## config.mk

```make
export PLATFORM = sky130hd
export DESIGN_NAME = adc_result_bank
export DESIGN_NICKNAME = d
export VERILOG_FILES = /design/src/rtl/adc_result_bank.sv
export SDC_FILE = /design/constraint.sdc
export NUM_CORES = 1
export LEC_CHECK = 0
export ABC_CLOCK_PERIOD_IN_PS = 1600
export BUFFER_PORTS_ARGS = -buffer_cell sky130_fd_sc_hd__buf_2
export CORE_MARGIN = 2
export CORE_UTILIZATION = 51
export DETAILED_ROUTE_END_ITERATION = 7
export PLACE_DENSITY = 0.71
export SLEW_MARGIN = 20
export SYNTH_ARGS = -nofsm -noshare
export SYNTH_HDL_FRONTEND = slang
export SYNTH_SLANG_ARGS = --single-unit
```

## constraint.sdc

```tcl
create_clock -name clk -period 1.6 [get_ports clk]
set_clock_uncertainty 0.1 [all_clocks]
set_input_delay 0.32 -clock clk [delete_from_list [all_inputs] [get_ports clk]]
set_output_delay 0.32 -clock clk [all_outputs]
set_load 0.05 [all_outputs]
```

## src/rtl/adc_result_bank.sv

```systemverilog
module adc_result_bank #(
  parameter int DATA_W = 10,
  parameter int SLOTS  = 4,
  localparam int SEL_W  = $clog2(SLOTS),
  localparam int ADDR_W = SEL_W + 1,
  localparam int LO_W   = DATA_W - 8
) (
  input  logic              clk,
  input  logic              rst_n,
  input  logic              repeat_mode,
  input  logic              restart,
  input  logic              res_valid,
  input  logic [DATA_W-1:0] res_data,
  input  logic [SEL_W-1:0]  res_chan,
  input  logic              rd_en,
  input  logic [ADDR_W-1:0] rd_addr,
  output logic [7:0]        rd_data,
  output logic              eoc
);

  logic [7:0]       hi_q [SLOTS];
  logic [LO_W-1:0]  lo_q [SLOTS];
  logic [SLOTS-1:0] flag_q;
  logic [SEL_W-1:0] ptr_q;

  logic [SEL_W-1:0] wr_slot;
  logic [SEL_W-1:0] rd_slot;
  logic [7:0]       rd_mux;

  assign wr_slot = repeat_mode ? ptr_q : res_chan;
  assign rd_slot = rd_addr[ADDR_W-1:1];
  assign rd_mux  = rd_addr[0] ? hi_q[rd_slot]
                              : {lo_q[rd_slot], {(7-LO_W){1'b0}}, flag_q[rd_slot]};

  always_ff @(posedge clk) begin
    if (!rst_n) begin
      for (int i = 0; i < SLOTS; i++) begin
        hi_q[i] <= '0;
        lo_q[i] <= '0;
      end
      flag_q  <= '0;
      ptr_q   <= '0;
      eoc     <= 1'b0;
      rd_data <= '0;
    end else begin
      if (rd_en) begin
        rd_data         <= rd_mux;
        flag_q[rd_slot] <= 1'b0;
        eoc             <= 1'b0;
      end
      if (res_valid) begin
        hi_q[wr_slot]   <= res_data[DATA_W-1:LO_W];
        lo_q[wr_slot]   <= res_data[LO_W-1:0];
        flag_q[wr_slot] <= 1'b1;
        eoc             <= 1'b1;
      end
      if (restart)
        ptr_q <= '0;
      else if (res_valid && repeat_mode)
        ptr_q <= ptr_q + 1'b1;
    end
  end

endmodule


```

== Yosys cells after proc, flatten, opt, wreduce, memory -nomap -nowiden ==
Memory sizes are Yosys's and may differ from the RTL's.
Index checks and enable logic that the tools add are counted.
Cells by class
  $add $sub $neg: 1
  magnitude comparators: 4
  muxes and demuxes: 23
  bitwise operators: 4
  reduce and logical (&&, ||, !) cells: 7
Operator list (number)
  $mux 8: 2
  $mux 4: 3
  $mux 1: 11
  $mux 2: 4
  $reduce_or 8->1: 1
  $lt 2x3->1 const B: 2
  $and 4x4->4: 1
  $demux 1 s2: 2
  $ge 2x1->1 const B: 2
  $not 4->4: 1
  $or 4x4->4: 1
  $reduce_or 2->1: 2
  $logic_and 1x1->1: 3
  $add 2x1->2 const B: 1
  $bmux 1 s2: 1
  $reduce_bool 2->1: 1
  $not 1->1: 1
Storage, ports and cells
  bits in registers: 15
  bits in writable memories: 40
  input bits: 21
  output and inout bits: 9
  word-level logic and storage cells: 45
  memories kept: 2
Memories
  hi_q: depth 4, bits a word 8, rd ports 1, clocked after memory_dff 0, write ports 4, RTL line 21  | logic [7:0] hi_q [SLOTS];
  lo_q: depth 4, bits a word 2, rd ports 1, clocked after memory_dff 0, write ports 4, RTL line 22  | logic [LO_W-1:0] lo_q [SLOTS];

== Longest topological paths before layout ==
Gate-level depths: netlist (run 1).
  word-level depth: 10
  mapped depth: 5
  depth with buffers taken out: 3

== Worst setup path after synthesis (run 1) ==
No wires, ideal clock.
  path kind: in2reg
  from: in repeat_mode
  to: mem hi_q[1][0] (enable)
  library setup time: 0.317 ns
  arrival time: 1.248 ns
  data required time: 1.183 ns
  slack: -0.066 ns
  stages: 5
  cells stage by stage: clkbuf_1 and3b_1 o21ai_1 buf_2 nand2_1
RTL lines
  start: declaration: RTL line 10  | input logic repeat_mode,
  end: declaration: RTL line 21

==> reports/summary.log, run 1 <==
INFO  status         run_status=finished clean
INFO  clock_tree     clkLatencyLatePin=0.30ns
INFO  place          dpl_worst_slack=-0.02350ns
INFO  pwr            combinationalPowerShare=0.115
INFO  critical_path  critical_path_launch_point=ptr_q[0]
INFO  critical_path  ff2ff_setup_slack=0.11ns
INFO  pwr            pwr_density_cell=1021mW/mm^2
INFO  finish         nFillCells=389
INFO  route          avgViaCountPerCell=5.340
INFO  critical_path  crit_fanout=10
INFO  logic_synthesis dominantRegCellSynth=sky130_fd_sc_hd__edfxtp_1
INFO  critical_path  rr_endpoint=hi_q[2][2]
INFO  route          drt-initial-drc-count=87
INFO  critical_path  critical_path_class=flop to flop
INFO  route          routed-via-count=1538
INFO  critical_path  cp.arrival=1.45ns
INFO  critical_path  worstSetupEndpointType=flop
INFO  finish         finalCoreUtilization=0.6049
INFO  global_route   via_count_of_the_first_global_routing_pass=1388
INFO  critical_path  critical-path-max-stage-delay=0.43ns
INFO  pwr            netSwitchingFraction=0.2282
INFO  pwr            peakVddDrop=0.8661mV
INFO  logic_synthesis postSynthAreaPerCell=12.38squm
INFO  sta            final_critical_path_setup_slack=0.1118ns
INFO  route          detail_route.wl_per_cell=15.56um
INFO  global_route   global_route.usage.total=0.1803
INFO  sta            fin_crit=1.488ns
INFO  floorplan      chipWidth=72.81um
INFO  critical_path  reg2reg_from=ptr_q[0]
INFO  finish         layout-drive-gt1-share=0.2265
INFO  sta            grt_setup_unrepaired=no
INFO  global_route   grt_pass1_wl=7079um
INFO  place          numPortBuffers=29
INFO  finish         final-seq-area=0.001501sqmm
INFO  logic_synthesis synth_top_area_share=0.4974
INFO  clock_tree     cts.hold.buffers_added=0
INFO  sta            timing_max_transition_violations_final=0
INFO  global_route   grt_remaining_overflow=0
INFO  pwr            share_clk_of_total_power=0.311
INFO  floorplan      fp.dieArea=0.005301sqmm
INFO  critical_path  worst_r2r_path_depth=4
INFO  global_route   largest_net_degree_at_the_start_of_global_routing=21
INFO  logic_synthesis synthArstFlopShare=0
INFO  clock_tree     cts_inserted_buffers=5
INFO  place          dp_hpwl=2974um
INFO  finish         multi_input_comb_area=829.5squm
INFO  logic_synthesis synth-edff-count=40
INFO  clock_tree     clk_root_buffer_cell=sky130_fd_sc_hd__clkbuf_8
INFO  critical_path  critical_path.cell_chain=and3b_1 -> o21ai_0 -> nand2_1 -> buf_12
INFO  sta            worst-slew-pin-transition=0.3165ns
INFO  sta            finalSetupViolCount=0
INFO  clock_tree     cts_sinks=55
INFO  logic_synthesis postSynthRegisterBits=55
INFO  min_path       timing.hold.worst_endpoint=ptr_q[1]
INFO  place          gpl.final_weighted_congestion=0.7384
INFO  sta            timing_hold_violations_final=0
INFO  clock_tree     clock_transition_time_at_the_flip_flop_clock_pins_of_the_worst_setup_and_hold_paths=0.09ns
INFO  critical_path  worst-path-buf-inv=1
INFO  logic_synthesis synth.net_count=216
INFO  logic_synthesis synthesis.area=0.002415sqmm
INFO  route          postRouteWirelength=4482um
INFO  logic_synthesis synth_cell_type_count=27
INFO  flow_run       maxCapViolCount=0
INFO  clock_tree     clock_tree_from_tritoncts=built
INFO  finish         synthesis_to_layout_area_growth=15.96%
INFO  logic_synthesis synth.cells.most_frequent=sky130_fd_sc_hd__edfxtp_1 (40), sky130_fd_sc_hd__nor2_1 (33), sky130_fd_sc_hd__nand2_1 (16)
INFO  sta            clock.fmax=0.6719GHz
INFO  floorplan      placeableCoreArea=0.004629sqmm
INFO  floorplan      ios=30
INFO  pwr            p_int=2.207mW
INFO  critical_path  timing.critical_path.from_type=flop
INFO  pwr            p_sw=652.4uW
INFO  clock_tree     htreeDepth=2
INFO  critical_path  slowest_stage=sky130_fd_sc_hd__dfxtp_1
INFO  route          antenna_violating_nets_post_route=0
INFO  logic_synthesis yosys_warnings=0
INFO  sta            timing.slew.headroom=0.7868
INFO  global_route   number_of_antenna_violations_at_the_first_check_in_global_routing=0
INFO  route          detail_route.first_pass.iterations=4
INFO  floorplan      start_util=0.5216
INFO  pwr            p_seq_frac=0.573
INFO  finish         count_of_inserted_antenna_diode_cells=0
INFO  finish         layout.nets=254
INFO  critical_path  cp.required=1.57ns
INFO  logic_synthesis yosysSeqAreaShare=0.6218
INFO  min_path       whs_path_depth=3
INFO  logic_synthesis top_cells_by_area_in_the_synthesized_netlist=sky130_fd_sc_hd__edfxtp_1 (50%), sky130_fd_sc_hd__dfxtp_1 (12%), sky130_fd_sc_hd__mux4_1 (5.4%)
INFO  sta            min_period_over_period=0.9301
INFO  min_path       hold_class=input pin to flop
INFO  logic_synthesis postSynthCellCount=195
INFO  min_path       worst_hold_startpoint=restart
INFO  clock_tree     clk_path_buf_depth=2
INFO  critical_path  path_delay_family=flip-flops
INFO  pwr            static-leakage-power=1.181nW
INFO  critical_path  path_depth=4
INFO  route          route.detailed.drc=0
INFO  floorplan      placementRows=25
INFO  floorplan      die_height=72.81um
INFO  logic_synthesis most_repeated_cell_in_the_gate_level_netlist_after_synthesis=sky130_fd_sc_hd__edfxtp_1
INFO  logic_synthesis synth.largest_area_cell=sky130_fd_sc_hd__edfxtp_1
==> cell usage in the layout (no fill, tap or decap), drive strengths merged <==
cell type  instances
inv               11
dfxtp             15
nand2b             7
clkinv             2
buf               40
nor2              33
a21oi              3
xnor2              1
nand2             17
edfxtp            40
and3               1
nor2b              2
nor3b              3
and2               1
o21a               1
clkbuf             5
mux2i             12
mux4               8
xor2               1
bufinv             1
nor3               1
and3b              3
nand3              6
a21boi             9
o21ai             11
==> worst min-delay path: cells and delay by family <==
family / cells / cell delay (ns)
and+or+nand+nor: 2 / 0.16
buffers and inverters: 1 / 0.07
==> registers in the layout (all words and copies together) (netlist names) <==
| register | count |
|---|---|
| lo_q | 8 |
| eoc | 1 |
| ptr_q | 2 |
| hi_q | 32 |
| rd_data | 8 |
| flag_q | 4 |
==> layout make-up <==
class                           count  area share
Sequential cell                    55      0.5362
Multi-Input combinational cell    120      0.2962
Timing Repair Buffer               40     0.09026
Clock buffer                        5     0.02458
Tap cell                           54     0.02413
Inverter                           11     0.01475
Clock inverter                      3     0.01385
==> power by group through the flow <==
stage	sequential [mW]	combinational, mW	clock (mW)
floorplan	1.71	0.172	0
global placement	1.67	0.323	0
detailed placement	1.67	0.329	0
CTS	1.64	0.331	0.903
global route	1.65	0.360	0.950
finish	1.64	0.330	0.891
==> how the worst max path moves through the flow <==
stage / to
floorplan: hi_q[1][0]
global placement: hi_q[3][4]
detailed placement: hi_q[0][4]
CTS: hi_q[2][2]
global route: hi_q[2][2]
finish: hi_q[2][2]
==> per-stage QoR <==
step	setup TNS, ns	total power, mW	instances	hold slack, ns	area (sq um)
finish	0	2.859	288	0.1965	2800
global route	0	2.960	288	0.2049	2800
CTS	0	2.873	287	0.1938	2794
detailed placement	-0.2422	2.002	279	0.3691	2686
global placement	0	1.992	279	0.3634	2686
floorplan	0	1.881	195	0.3438	2420
==> cell families (layout without fill, tap and decap cells) <==
group                  count (synthesis)  count (layout)  share of synthesized area
AND/OR/NAND/NOR                       73              74                     0.1394
flip-flops                            55              55                     0.6218
AO/OA/AOI/OAI                         24              24                    0.06010
buffers and inverters                 21              59                    0.03938
multiplexers                          20              20                     0.1321
XOR/XNOR                               2               2                   0.007255
==> what timing repair did <==
item / in CTS / in global routing
resized for setup: 0 / 2
endpoints found under the setup margin: 0 / 10
buffers inserted: 0 / 0
==> per-layer routing <==
metal | share of wire | vias to the layer above | track usage
li1 | - | 763 | -
met1 | 0.46 | 739 | 0.2625
met4 | 0.0051 | 0 | 0.04321
met2 | 0.50 | 34 | 0.2838
met3 | 0.033 | 2 | 0.03315
met5 | 0 | - | 0
Power figures use the tool's default switching activity.
==> run 2, diff against run 1 <==
--- a/config.mk
+++ b/config.mk
@@ -5,6 +5,7 @@
 export SDC_FILE = /design/constraint.sdc
 export NUM_CORES = 1
 export LEC_CHECK = 0
+export ABC_AREA = 1
 export ABC_CLOCK_PERIOD_IN_PS = 1600
 export BUFFER_PORTS_ARGS = -buffer_cell sky130_fd_sc_hd__buf_2
 export CORE_MARGIN = 2
==> reports/summary.log, run 2 <==
INFO  global_route   grt.met1_usage=0.2799
INFO  min_path       timing.hold.worst_endpoint=ptr_q[0]
INFO  sta            hold-worst-slack=0.1925ns
INFO  floorplan      ios=30
INFO  clock_tree     htreeDepth=2
INFO  logic_synthesis top_cells_by_area_in_the_synthesized_netlist=sky130_fd_sc_hd__edfxtp_1 (47%), sky130_fd_sc_hd__nand2_1 (14%), sky130_fd_sc_hd__dfxtp_1 (12%)
INFO  sta            setup-tns-final=0ns
INFO  critical_path  critical_path.cell_chain=inv_1 -> nand2_1 -> o21ai_2 -> inv_2 -> nand4_2 -> nand2_1 -> buf_12
INFO  place          dp_hpwl=3576um
INFO  floorplan      chipWidth=74.76um
INFO  pwr            peakVddDrop=0.6678mV
INFO  pwr            combinationalPowerShare=0.119
INFO  logic_synthesis yosysSeqAreaShare=0.5879
INFO  global_route   grt_remaining_overflow=0
INFO  sta            final_critical_path_setup_slack=0.2758ns
INFO  place          gpl.final_weighted_congestion=0.7679
INFO  finish         top_register=hi_q
INFO  logic_synthesis dominantRegCellSynth=sky130_fd_sc_hd__edfxtp_1
INFO  critical_path  worst_r2r_path_depth=7
INFO  logic_synthesis synth_cell_type_count=26
INFO  pwr            netSwitchingFraction=0.2377
INFO  logic_synthesis synth.cells.most_frequent=sky130_fd_sc_hd__nand2_1 (96), sky130_fd_sc_hd__edfxtp_1 (40), sky130_fd_sc_hd__nor2_1 (32)
INFO  finish         stdcell_count=381
INFO  critical_path  worst-path-buf-inv=3
INFO  floorplan      fp.dieArea=0.005589sqmm
INFO  flow_run       maxCapViolCount=0
INFO  logic_synthesis postSynthAreaPerCell=9.253squm
INFO  min_path       worst_hold_startpoint=restart
INFO  status         run_status=finished clean
INFO  min_path       whs_path_depth=3
INFO  global_route   global_route.usage.total=0.1982
INFO  logic_synthesis synth.largest_area_cell=sky130_fd_sc_hd__edfxtp_1
INFO  critical_path  rr_endpoint=lo_q[2][1]
INFO  finish         mostFrequentLayoutCells=sky130_fd_sc_hd__nand2_1 (96), sky130_fd_sc_hd__edfxtp_1 (40), sky130_fd_sc_hd__nor2_1 (32)
INFO  route          detail_route.first_pass.iterations=4
INFO  global_route   met3_usage=0.03213
INFO  critical_path  slowest_stage=sky130_fd_sc_hd__dfxtp_1
INFO  place          numPlacedInstances=373
INFO  logic_synthesis synth_top_area_share=0.4704
INFO  clock_tree     cts_setup_buffers=0
INFO  route          antenna_violating_nets_post_route=0
INFO  logic_synthesis most_repeated_cell_in_the_gate_level_netlist_after_synthesis=sky130_fd_sc_hd__nand2_1
INFO  critical_path  worstSetupEndpointType=flop
INFO  route          postRouteWirelength=4997um
INFO  logic_synthesis postSynthRegisterBits=55
INFO  logic_synthesis synth-edff-count=40
INFO  logic_synthesis yosys_warnings=0
INFO  pwr            static-leakage-power=1.318nW
INFO  sta            timing_max_transition_violations_final=0
INFO  min_path       hold_class=input pin to flop
INFO  route          avgViaCountPerCell=4.953
INFO  critical_path  timing.critical_path.from_type=flop
INFO  clock_tree     cts_sinks=55
INFO  global_route   grt_pass1_wl=8162um
INFO  finish         nFillCells=435
INFO  logic_synthesis synth.net_count=297
INFO  critical_path  critical_path_class=flop to flop
INFO  place          placedInstanceArea=0.002806sqmm
INFO  clock_tree     cts.hold.buffers_added=0
INFO  critical_path  ff2ff_setup_slack=0.28ns
INFO  place          numPortBuffers=29
INFO  critical_path  cp.arrival=1.24ns
INFO  clock_tree     clkLatencyLatePin=0.29ns
INFO  finish         count_of_inserted_antenna_diode_cells=0
INFO  clock_tree     clock_tree_from_tritoncts=built
INFO  sta            finalSetupViolCount=0
INFO  finish         layout.nets=334
INFO  logic_synthesis synthesis.area=0.002554sqmm
INFO  clock_tree     clk_root_buffer_cell=sky130_fd_sc_hd__clkbuf_8
INFO  logic_synthesis synthArstFlopShare=0
INFO  global_route   number_of_antenna_violations_at_the_first_check_in_global_routing=0
INFO  clock_tree     clock_transition_time_at_the_flip_flop_clock_pins_of_the_worst_setup_and_hold_paths=0.09ns
INFO  floorplan      die_height=74.76um
INFO  clock_tree     cts_inserted_buffers=5
INFO  finish         final-seq-area=0.001501sqmm
INFO  finish         synthesis_to_layout_area_growth=14.11%
INFO  logic_synthesis postSynthCellCount=276
INFO  place          dpl_worst_slack=0.09690ns
INFO  sta            timing_hold_violations_final=0
INFO  route          detail_route.wl_per_cell=13.12um
INFO  pwr            p_int=2.176mW
INFO  sta            worst-slew-pin-transition=0.4049ns
INFO  critical_path  path_delay_family=flip-flops
INFO  floorplan      placeableCoreArea=0.004786sqmm
INFO  critical_path  timing.critical_path.mode_cell=sky130_fd_sc_hd__nand2_1
INFO  floorplan      placementRows=25
INFO  finish         fin_area=0.002914sqmm
INFO  floorplan      start_util=0.5336
INFO  clock_tree     cts.repair.resized=0
INFO  route          drt-initial-drc-count=166
INFO  finish         largest_registers=hi_q (32), lo_q (8), rd_data (8)
INFO  global_route   via_count_of_the_first_global_routing_pass=1746
INFO  critical_path  crit_fanout=10
INFO  clock_tree     clk_path_buf_depth=2
INFO  pwr            share_clk_of_total_power=0.309
INFO  finish         multi_input_comb_area=852.1squm
INFO  global_route   grt_use_met2=0.3225
INFO  route          route.detailed.drc=0
INFO  global_route   largest_net_degree_at_the_start_of_global_routing=22
INFO  pwr            p_sw=678.3uW
INFO  sta            timing.slew.headroom=0.7301
INFO  critical_path  reg2reg_from=ptr_q[1]
INFO  sta            grt_setup_unrepaired=no
INFO  sta            min_period_over_period=0.8276
INFO  sta            clock.fmax=0.7552GHz
INFO  route          routed-via-count=1887
INFO  finish         largest_reg_flops=32
INFO  global_route   busiest_layer=met2
INFO  finish         layout-drive-gt1-share=0.2229
INFO  sta            fin_crit=1.324ns
INFO  pwr            pwr_density_cell=979.4mW/mm^2
INFO  finish         mostFrequentLayoutCell=sky130_fd_sc_hd__nand2_1
INFO  critical_path  critical-path-max-stage-delay=0.32ns
INFO  pwr            p_seq_frac=0.573
INFO  critical_path  cp.required=1.52ns
-- run 2: worst min-delay path: stages --
cell and delay [ns]:
sky130_fd_sc_hd__buf_2 0.07, sky130_fd_sc_hd__or2_1 0.10, sky130_fd_sc_hd__nor3b_1 0.05
-- run 2: how the worst max path moves through the flow --
stage | start | to | slack [ns] | cells after the start
2_1_floorplan | repeat_mode | hi_q[0][0] | 0.12 | 4
3_3_place_gp | rd_addr[1] | flag_q[3] | 0.07 | 4
3_5_place_dp | rd_addr[1] | flag_q[3] | 0.1 | 4
4_1_cts | ptr_q[1] | hi_q[2][7] | 0.27 | 7
5_1_grt | ptr_q[1] | lo_q[2][0] | 0.19 | 7
6_report | ptr_q[1] | lo_q[2][1] | 0.28 | 7
-- run 2: per-layer routing --
layer / part of all wire / up-vias
met4: 0.0036 / 0
li1: - / 971
met3: 0.055 / 2
met2: 0.47 / 57
met5: 0 / -
met1: 0.48 / 857
-- run 2: final cells by class --
type	count	share of cell area
multi-input cells	185	0.2924
well taps	67	0.02877
flip-flops and latches	55	0.5152
clock buffers	5	0.02362
clock inverters	3	0.01331
inverters	23	0.03220
repair buffers	43	0.09446
-- run 2: logic make-up (layout without fill, tap and decap cells) --
group,count (synthesis),after routing,synth area share
AND/OR/NAND/NOR,174,174,0.3072
flip-flops,55,55,0.5879
buffers and inverters,36,74,0.07838
AO/OA/AOI/OAI,11,11,0.02646
-- run 2: power groups by stage --
stage | sequential (mW) | combinational, mW | clock, mW
2_1_floorplan | 1.69 | 0.195 | 0
3_3_place_gp | 1.66 | 0.334 | 0
3_5_place_dp | 1.67 | 0.339 | 0
4_1_cts | 1.63 | 0.341 | 0.894
5_1_grt | 1.64 | 0.376 | 0.950
6_report | 1.63 | 0.339 | 0.881
-- run 2: per-stage QoR --
stage	util	power [mW]
floorplan	-	1.890
global placement	0.5864	1.999
detailed placement	0.5864	2.006
CTS	0.6089	2.869
global route	0.6089	2.969
finish	0.6089	2.854
==> run 3, diff against run 2 <==
--- a/config.mk
+++ b/config.mk
@@ -5,8 +5,8 @@
 export SDC_FILE = /design/constraint.sdc
 export NUM_CORES = 1
 export LEC_CHECK = 0
-export ABC_AREA = 1
-export ABC_CLOCK_PERIOD_IN_PS = 1600
+export ABC_AREA = 0
+export ABC_CLOCK_PERIOD_IN_PS = 1100
 export BUFFER_PORTS_ARGS = -buffer_cell sky130_fd_sc_hd__buf_2
 export CORE_MARGIN = 2
 export CORE_UTILIZATION = 51
==> constraint.sdc (replaced) <==
create_clock -name clk -period 1.1 [get_ports clk]
set_clock_uncertainty 0.1 [all_clocks]
set_input_delay 0.22 -clock clk [delete_from_list [all_inputs] [get_ports clk]]
set_output_delay 0.22 -clock clk [all_outputs]
set_load 0.05 [all_outputs]
==> reports/summary.log, run 3 (same netlist as run 1, synthesis figures left out) <==
INFO  status         run_status=finished with violations
INFO  status         violated_checks=setup timing
INFO  min_path       hold_class=input pin to flop
INFO  clock_tree     clk_path_buf_depth=2
INFO  critical_path  critical_path_class=flop to flop
INFO  pwr            p_sw=1.057mW
INFO  route          detail_route.first_pass.iterations=4
INFO  sta            fin_crit=1.344ns
INFO  pwr            p_int=3.107mW
INFO  place          numPortBuffers=29
INFO  pwr            p_seq_frac=0.576
INFO  flow_run       maxCapViolCount=0
INFO  global_route   largest_net_degree_at_the_start_of_global_routing=17
INFO  floorplan      chipWidth=72.81um
INFO  pwr            peakVddDrop=0.7290mV
INFO  clock_tree     clock_tree_from_tritoncts=built
INFO  floorplan      placeableCoreArea=0.004629sqmm
INFO  finish         layout.nets=269
INFO  sta            hold-worst-slack=0.07158ns
INFO  clock_tree     cts_inserted_buffers=5
INFO  global_route   via_count_of_the_first_global_routing_pass=1592
INFO  critical_path  crit_fanout=12
INFO  critical_path  cp.arrival=1.31ns
INFO  sta            final_critical_path_setup_slack=-0.2440ns
INFO  place          dp_hpwl=3378um
INFO  clock_tree     cts_sinks=55
INFO  floorplan      start_util=0.5216
INFO  finish         fin_area=0.003238sqmm
INFO  pwr            share_clk_of_total_power=0.263
INFO  finish         largest_registers=hi_q (32), lo_q (8), rd_data (8)
INFO  clock_tree     clkLatencyLatePin=0.31ns
INFO  critical_path  timing.critical_path.from_type=flop
INFO  finish         synthesis_to_layout_area_growth=34.09%
INFO  sta            timing.slew.headroom=0.8085
INFO  pwr            static-leakage-power=1.303nW
INFO  finish         mostFrequentLayoutCell=sky130_fd_sc_hd__edfxtp_1
INFO  sta            grt_setup_unrepaired=yes
INFO  finish         mostFrequentLayoutCells=sky130_fd_sc_hd__edfxtp_1 (40), sky130_fd_sc_hd__nor2_1 (22), sky130_fd_sc_hd__buf_2 (20)
INFO  place          gpl.final_weighted_congestion=0.7440
INFO  clock_tree     clk_root_buffer_cell=sky130_fd_sc_hd__clkbuf_8
INFO  global_route   grt_pass1_wl=8197um
INFO  route          drt-initial-drc-count=106
INFO  sta            finalSetupViolCount=90
INFO  finish         count_of_inserted_antenna_diode_cells=0
INFO  critical_path  worstSetupEndpointType=flop
INFO  place          placedInstanceArea=0.002870sqmm
INFO  finish         layout-drive-gt1-share=0.4618
INFO  global_route   number_of_antenna_violations_at_the_first_check_in_global_routing=0
INFO  sta            min_period_over_period=1.222
INFO  pwr            combinationalPowerShare=0.161
INFO  clock_tree     clock_transition_time_at_the_flip_flop_clock_pins_of_the_worst_setup_and_hold_paths=0.09ns
INFO  route          avgViaCountPerCell=5.353
INFO  sta            clock.fmax=0.7440GHz
INFO  floorplan      die_height=72.81um
INFO  critical_path  cp.required=1.07ns
INFO  sta            worst-slew-pin-transition=0.2870ns
INFO  floorplan      placementRows=25
INFO  sta            timing_hold_violations_final=0
INFO  floorplan      fp.dieArea=0.005301sqmm
INFO  pwr            report.power.total=4.164mW
INFO  clock_tree     cts.hold.buffers_added=0
INFO  pwr            netSwitchingFraction=0.2539
INFO  pwr            pwr_density_cell=1286mW/mm^2
INFO  global_route   grt_remaining_overflow=0
INFO  route          detail_route.wl_per_cell=16.91um
INFO  finish         largest_reg_flops=32
INFO  route          routed-via-count=1622
INFO  finish         top_register=hi_q
INFO  global_route   global_route.usage.total=0.2141
INFO  route          route.detailed.drc=0
INFO  route          postRouteWirelength=5123um
INFO  clock_tree     htreeDepth=2
INFO  floorplan      ios=30
INFO  finish         nFillCells=317
INFO  sta            timing_max_transition_violations_final=0
INFO  route          antenna_violating_nets_post_route=0
## run 3: cell types whose count changed in the layout (fill, tap and decap cells not counted), moves of 10 or more
| cell | change |
|---|---|
| sky130_fd_sc_hd__dfxtp_1 | -11 |
| sky130_fd_sc_hd__mux2i_1 | +12 |
| sky130_fd_sc_hd__nand3_1 | -22 |
| sky130_fd_sc_hd__nand2_1 | -84 |
| sky130_fd_sc_hd__nor2_1 | -10 |
## run 3: worst paths after layout
| check | start | end | slack (ns) | cells past startpoint |
|---|---|---|---|---|
| worst max-delay path | ptr_q[1] | lo_q[1][0] | -0.24 | 4 |
| worst min-delay path | restart | ptr_q[0] | 0.07 | 3 |
| worst max register to register | ptr_q[1] | lo_q[1][0] | -0.24 | 4 |
| worst min register to register | rd_data[5] | rd_data[5] | 0.39 | 2 |
## run 3: critical path, stage by stage (launching register included)
cell and delay (ns):
sky130_fd_sc_hd__dfxtp_4 0.39, sky130_fd_sc_hd__and3b_1 0.19, sky130_fd_sc_hd__o21ai_2 0.15, sky130_fd_sc_hd__buf_12 0.17
sky130_fd_sc_hd__nand2_8 0.10
## run 3: metal layers
layer	part of all wire	global-route usage
met5	0	0
met4	0.0080	0.09053
met3	0.048	0.04006
met2	0.51	0.3505
met1	0.43	0.2815
## run 3: final cells by class
type,instances,area (sq um),area share
inverter,11,41.29,0.01275
clock inverter,2,12.51,0.003864
sequential,55,1520,0.4695
multi-input combinational,122,1030,0.3180
clock buffer,6,72.57,0.02241
timing repair buffer,53,494.2,0.1526
tap,54,67.56,0.02087
## run 3: power groups by stage
| stage | Clock, mW | Sequential [mW] | Combinational (mW) |
|---|---|---|---|
| after floorplan | 0 | 2.48 | 0.304 |
| after global placement | 0 | 2.43 | 0.545 |
| after detailed placement | 0 | 2.44 | 0.555 |
| after CTS | 1.10 | 2.40 | 0.645 |
| after global routing | 1.18 | 2.41 | 0.717 |
| final | 1.10 | 2.40 | 0.669 |
## run 3: repair_timing
| item | CTS | global route |
|---|---|---|
| gates resized for setup | 54 | 16 |
| endpoints found under the setup margin | 88 | 99 |
| setup buffers | 1 | 2 |
| endpoints found under the hold margin | 0 | 0 |
| pin swaps | 10 | 0 |
| cloned | 3 | 0 |
## run 3: stage by stage
stage,cells,worst slack (ns),TNS [ns],utilization
after floorplan,195,-0.1757,-9.216,-
after global placement,289,-0.3651,-24.95,0.6200
after detailed placement,289,-0.3925,-26.86,0.6200
after CTS,301,-0.2477,-13.74,0.6862
after global routing,303,-0.2809,-17.13,0.6995
final,303,-0.2440,-13.81,0.6995
